==> config.mk <==
export PLATFORM = sky130hd
export DESIGN_NAME = bootsel
export DESIGN_NICKNAME = d
export VERILOG_FILES = /design/src/rtl/bootsel.sv
export SDC_FILE = /design/constraint.sdc
export NUM_CORES = 1
export LEC_CHECK = 0
export ABC_AREA = 1
export BUFFER_PORTS_ARGS = -buffer_cell sky130_fd_sc_hd__buf_2
export CORE_AREA = 2 2 92 94
export CTS_BUF_LIST = sky130_fd_sc_hd__clkbuf_16
export DETAILED_ROUTE_END_ITERATION = 10
export DIE_AREA = 0 0 94 96
export RECOVER_POWER = 50
export SETUP_SLACK_MARGIN = 0.5
export SYNTH_ARGS = -nofsm -noshare
export SYNTH_HDL_FRONTEND = slang
export SYNTH_SLANG_ARGS = --single-unit
==> constraint.sdc <==
create_clock -name clk -period 1.7 [get_ports clk]
set_input_delay 0.51 -clock clk [delete_from_list [all_inputs] [get_ports clk]]
set_output_delay 0.51 -clock clk [all_outputs]
set_load 0.05 [all_outputs]
==> src/rtl/bootsel.sv <==
module bootsel #(
  parameter int ADDR_W  = 24,
  parameter int BLK_LOG = 11,
  parameter int WS_W    = 7,
  parameter int WS_RST  = 13,
  parameter int SZ_RST  = 9
) (
  input  logic                      clk,
  input  logic                      rst_n,
  input  logic [ADDR_W-BLK_LOG-1:0] addr_hi,
  input  logic                      addr_lsb,
  input  logic                      as_n,
  input  logic                      rw,
  input  logic [2:0]                fc,
  input  logic                      data0,
  input  logic                      wr_en,
  input  logic                      wr_sel,
  input  logic [15:0]               wr_data,
  output logic                      cs_n,
  output logic                      port16,
  output logic [1:0]                dsack_n
);
  localparam int BASE_W = ADDR_W - BLK_LOG;

  logic [BASE_W-1:0] base_s, base_a;
  logic [1:0]        sp_s, sp_a;
  logic              en_s, en_a;
  logic [3:0]        size_s, size_a;
  logic [1:0]        byte_s, byte_a;
  logic [1:0]        rwf_s, rwf_a;
  logic              p16_s, p16_a;
  logic [WS_W-1:0]   ws_s, ws_a;
  logic [WS_W-1:0]   wcnt;
  logic              cs_q;
  logic [BASE_W-1:0] mask;
  logic              hit;

  always_ff @(posedge clk) begin
    if (!rst_n) begin
      base_s <= '0;
      sp_s   <= 2'b11;
      en_s   <= 1'b1;
      size_s <= 4'(SZ_RST);
      byte_s <= 2'b11;
      rwf_s  <= 2'b11;
      p16_s  <= data0;
      ws_s   <= WS_W'(WS_RST);
    end else if (wr_en) begin
      if (!wr_sel) begin
        base_s <= wr_data[BASE_W-1:0];
        sp_s   <= wr_data[14:13];
        en_s   <= wr_data[15];
      end else begin
        size_s <= wr_data[3:0];
        byte_s <= wr_data[5:4];
        rwf_s  <= wr_data[7:6];
        p16_s  <= wr_data[8];
        ws_s   <= wr_data[9 +: WS_W];
      end
    end
  end

  always_ff @(posedge clk) begin
    if (!rst_n) begin
      base_a <= '0;
      sp_a   <= 2'b11;
      en_a   <= 1'b1;
      size_a <= 4'(SZ_RST);
      byte_a <= 2'b11;
      rwf_a  <= 2'b11;
      p16_a  <= data0;
      ws_a   <= WS_W'(WS_RST);
    end else if (as_n) begin
      base_a <= base_s;
      sp_a   <= sp_s;
      en_a   <= en_s;
      size_a <= size_s;
      byte_a <= byte_s;
      rwf_a  <= rwf_s;
      p16_a  <= p16_s;
      ws_a   <= ws_s;
    end
  end

  assign mask = {BASE_W{1'b1}} << size_a;

  assign hit = en_a && !as_n && (fc != 3'b111)
            && (fc[2]    ? sp_a[1]   : sp_a[0])
            && (rw       ? rwf_a[0]  : rwf_a[1])
            && (addr_lsb ? byte_a[0] : byte_a[1])
            && (((addr_hi ^ base_a) & mask) == '0);

  always_ff @(posedge clk) begin
    if (!rst_n || as_n) begin
      cs_q <= 1'b0;
      wcnt <= '0;
    end else if (!cs_q) begin
      if (hit) begin
        cs_q <= 1'b1;
        wcnt <= ws_a;
      end
    end else if (wcnt != '0) begin
      wcnt <= wcnt - 1'b1;
    end
  end

  assign cs_n    = ~cs_q;
  assign port16  = p16_a;
  assign dsack_n = (cs_q && wcnt == '0) ? (p16_a ? 2'b01 : 2'b10) : 2'b11;
endmodule


==> results.ini <==
[global_routing]
antenna_found_initial = 0
grt_pass1_vias = 2837
track_usage = 0.183
grt_pass1_wl_um = 12900
grt_max_degree = 23
overflow = 0

[power_and_ir_drop]
power.switching_mw = 1.05
leakage_nw = 2.03
power.density_mw_per_mm2 = 972
switching_share = 0.255
p_comb_frac = 0.121
clockPowerShare = 0.426
peakVddDrop_mv = 0.522
pwr-share-seq = 0.454
p_int_mw = 3.06

[finish]
nFillCells = 805
layout_commonest_cell = nand2_1
seqCellArea_sq_mm = 0.00148
area_growth_pct = 33.8
drive_above_1_share = 0.279
final_nets = 575
multi_input_area_sq_mm = 0.00161
diodes = 0
final_cell_mix = nand2_1, nor2_1, dfxtp_1, buf_2, inv_1
post-route-util = 0.524

[synthesis]
ys_ff_latch = 72
syn-cell-area_sq_mm = 0.00316
synth_mux_area_frac = 0
yosys_warnings = 0
synth.area.top_cells = dfxtp_1, nand2_1, nor2_1
synth_cells = 467
synth_top_family_by_area = simple AND/OR/NAND/NOR gates
synth_top_area_share = 0.444
avgSynthCellArea_sq_um = 6.76
synth_compound_area_frac = 0.118
yosys.cell_types.count = 22
synthSimpleGateAreaFrac = 0.312
synthAdderAreaFrac = 0.00793
syn-num-nets = 509
synth_xor_area_frac = 0.0139
ys_seq_area_frac = 0.463
yosysTopAreaCell = dfxtp_1

[timing]
fin_crit_sh = 1.16
clock_skew_ns = 0.00291
fin_setup_tns_ns = -0.545
report.final.hold_viol_count = 0
tightest_slew_ns = 0.657
drv_slew = 0
worst_hold_slack_ns = 0.403
slew_headroom = 0.562
setup-violations-final = 2
fmax_ghz = 0.506
fin_crit_ns = 1.98
timing.final.ws_setup_ns = -0.277
grt_setup_unrepaired = true

[setup_path]
rr_startpoint = rwf_a[1]
startpoint = wcnt[5]
arrival_ns = 1.47
cp_max_fo = 3
cp-end-kind = output pin
worst_setup_path_start_kind = flop
rrSetupSlack_ns = 0.20
crit_type = flop to output pin
reg2regPathDepth = 12
cp.required_ns = 1.19
r2r-end = wcnt[2]
endpoint = dsack_n[0]

[die]
start_util = 0.392
rows = 33
dieWidth_um = 94
coreArea_sq_mm = 0.00805
ios = 44
die_area_sq_mm = 0.00902
fp.dieH_um = 96

[clock_tree]
cts_max_level = 3
cts_tree = done
clk_latency_ns = 0.33
clock_sinks = 72
cts_made_buffers = 9
path_clk_slew_ns = 0.06
clk_path_buf_depth = 2
ctsHoldBuffers = 0
cts_root_buffer = clkbuf_16

[detailed_routing]
routedWlPerCell_um = 12.5
drtPass1Iterations = 4
ant_nets = 0
wl_um = 8050
met3_length_um = 340
m1WireLength_um = 4010
vias = 3053
route.detailed.drc = 0
vias_per_cell = 4.75
highest_layer = met4
drtIter0Drc = 96
met2_length_um = 3550

[hold_path]
hp-class = input port to flop

[place]
hpwlAfterDp_um = 5370
port-buffer-count = 43
gp_congestion = 0.827

[run]
cap_violations = 0

[run_status]
violations = negative setup slack
status = complete, but fails checks

[through the flow]
step                      setup WS, ns  instances  total power [mW]  instance area [sq um]
after floorplan                -0.0141        467              2.19                   3200
after global placement          -0.117        613              2.34                   3590
after detailed placement        -0.155        613              2.34                   3590
after CTS                       -0.268        637              4.11                   4040
after global routing            -0.334        643              4.29                   4220
final                           -0.277        643              4.11                   4220
[power groups by stage]
stage	sequential, mW	combinational, mW	clock (mW)
after detailed placement	1.90	0.447	0
final	1.86	0.495	1.75
after floorplan	1.89	0.295	0
after global placement	1.89	0.443	0
after CTS	1.86	0.468	1.78
after global routing	1.87	0.565	1.85
[area by class of cell]
cell class / count / area share
multi-input cells: 329 / 0.382
clock inverters: 6 / 0.00770
flip-flops and latches: 72 / 0.351
inverters: 47 / 0.0441
clock buffers: 10 / 0.0593
repair buffers: 74 / 0.125
well taps: 105 / 0.0311
[flip-flops by register name, summed over array words and instances (netlist names), 4 cells and up]
signal,flops
base_a,13
size_a,4
base_s,13
ws_a,7
wcnt,7
size_s,4
ws_s,7
[synth_stat cells]
| cell | number |
|---|---|
| nand2_1 | 129 |
| nor2_1 | 78 |
| dfxtp_1 | 70 |
| inv_1 | 37 |
| nand3_1 | 34 |
| o21ai_1 | 32 |
| a21oi_1 | 27 |
| clkbuf_1 | 17 |
| o21ai_0 | 14 |
| inv_2 | 9 |
| xor2_1 | 4 |
| nand2_2 | 3 |
| buf_6 | 2 |
| edfxtp_1 | 2 |
| ha_1 | 2 |
| buf_1 | 1 |
| clkinv_1 | 1 |
| nand3b_1 | 1 |
| nand4_1 | 1 |
| o21bai_1 | 1 |
| or2_1 | 1 |
| xnor2_1 | 1 |
[cell families (layout without fill, tap and decap cells)]
logic type | count (synthesis) | in the layout
and+or+nand+nor | 247 | 248
AOI/OAI and AO/OA | 74 | 74
DFF | 72 | 72
buffers and inverters | 67 | 137
xor gates and xnor gates | 5 | 5
adders and majority gates | 2 | 2
[worst min-delay path by stage]
stage	cells after the start	startpoint	to	slack, ns
global placement	2	sp_s[1]	sp_s[1]	0.44
global route	3	wr_data[6]	rwf_s[0]	0.41
CTS	3	wr_data[0]	size_s[0]	0.40
finish	3	wr_data[0]	size_s[0]	0.40
floorplan	2	byte_a[0]	byte_a[0]	0.43
detailed placement	2	ws_a[2]	ws_a[2]	0.45
[worst max-delay path, stage by stage (launching register included)]
cell,delay (ns)
dfxtp_2,0.32
inv_2,0.06
nand2_2,0.06
nor2_4,0.13
nand4_1,0.15
or2_4,0.26
buf_8,0.15
[per-layer routing]
metal  vias up  global-route usage
met2        58               0.288
li1       1607                   -
met4         0              0.0809
met5         -                   0
met1      1373               0.250
met3        15              0.0290
[what timing repair did]
action / 4_1_cts / 5_1_grt
resized for setup: 44 / 38
setup buffers: 7 / 5
pin swaps: 8 / 17
setup endpoints to repair: 28 / 20
cloned: 1 / 1
Power figures use the tool's default switching activity.
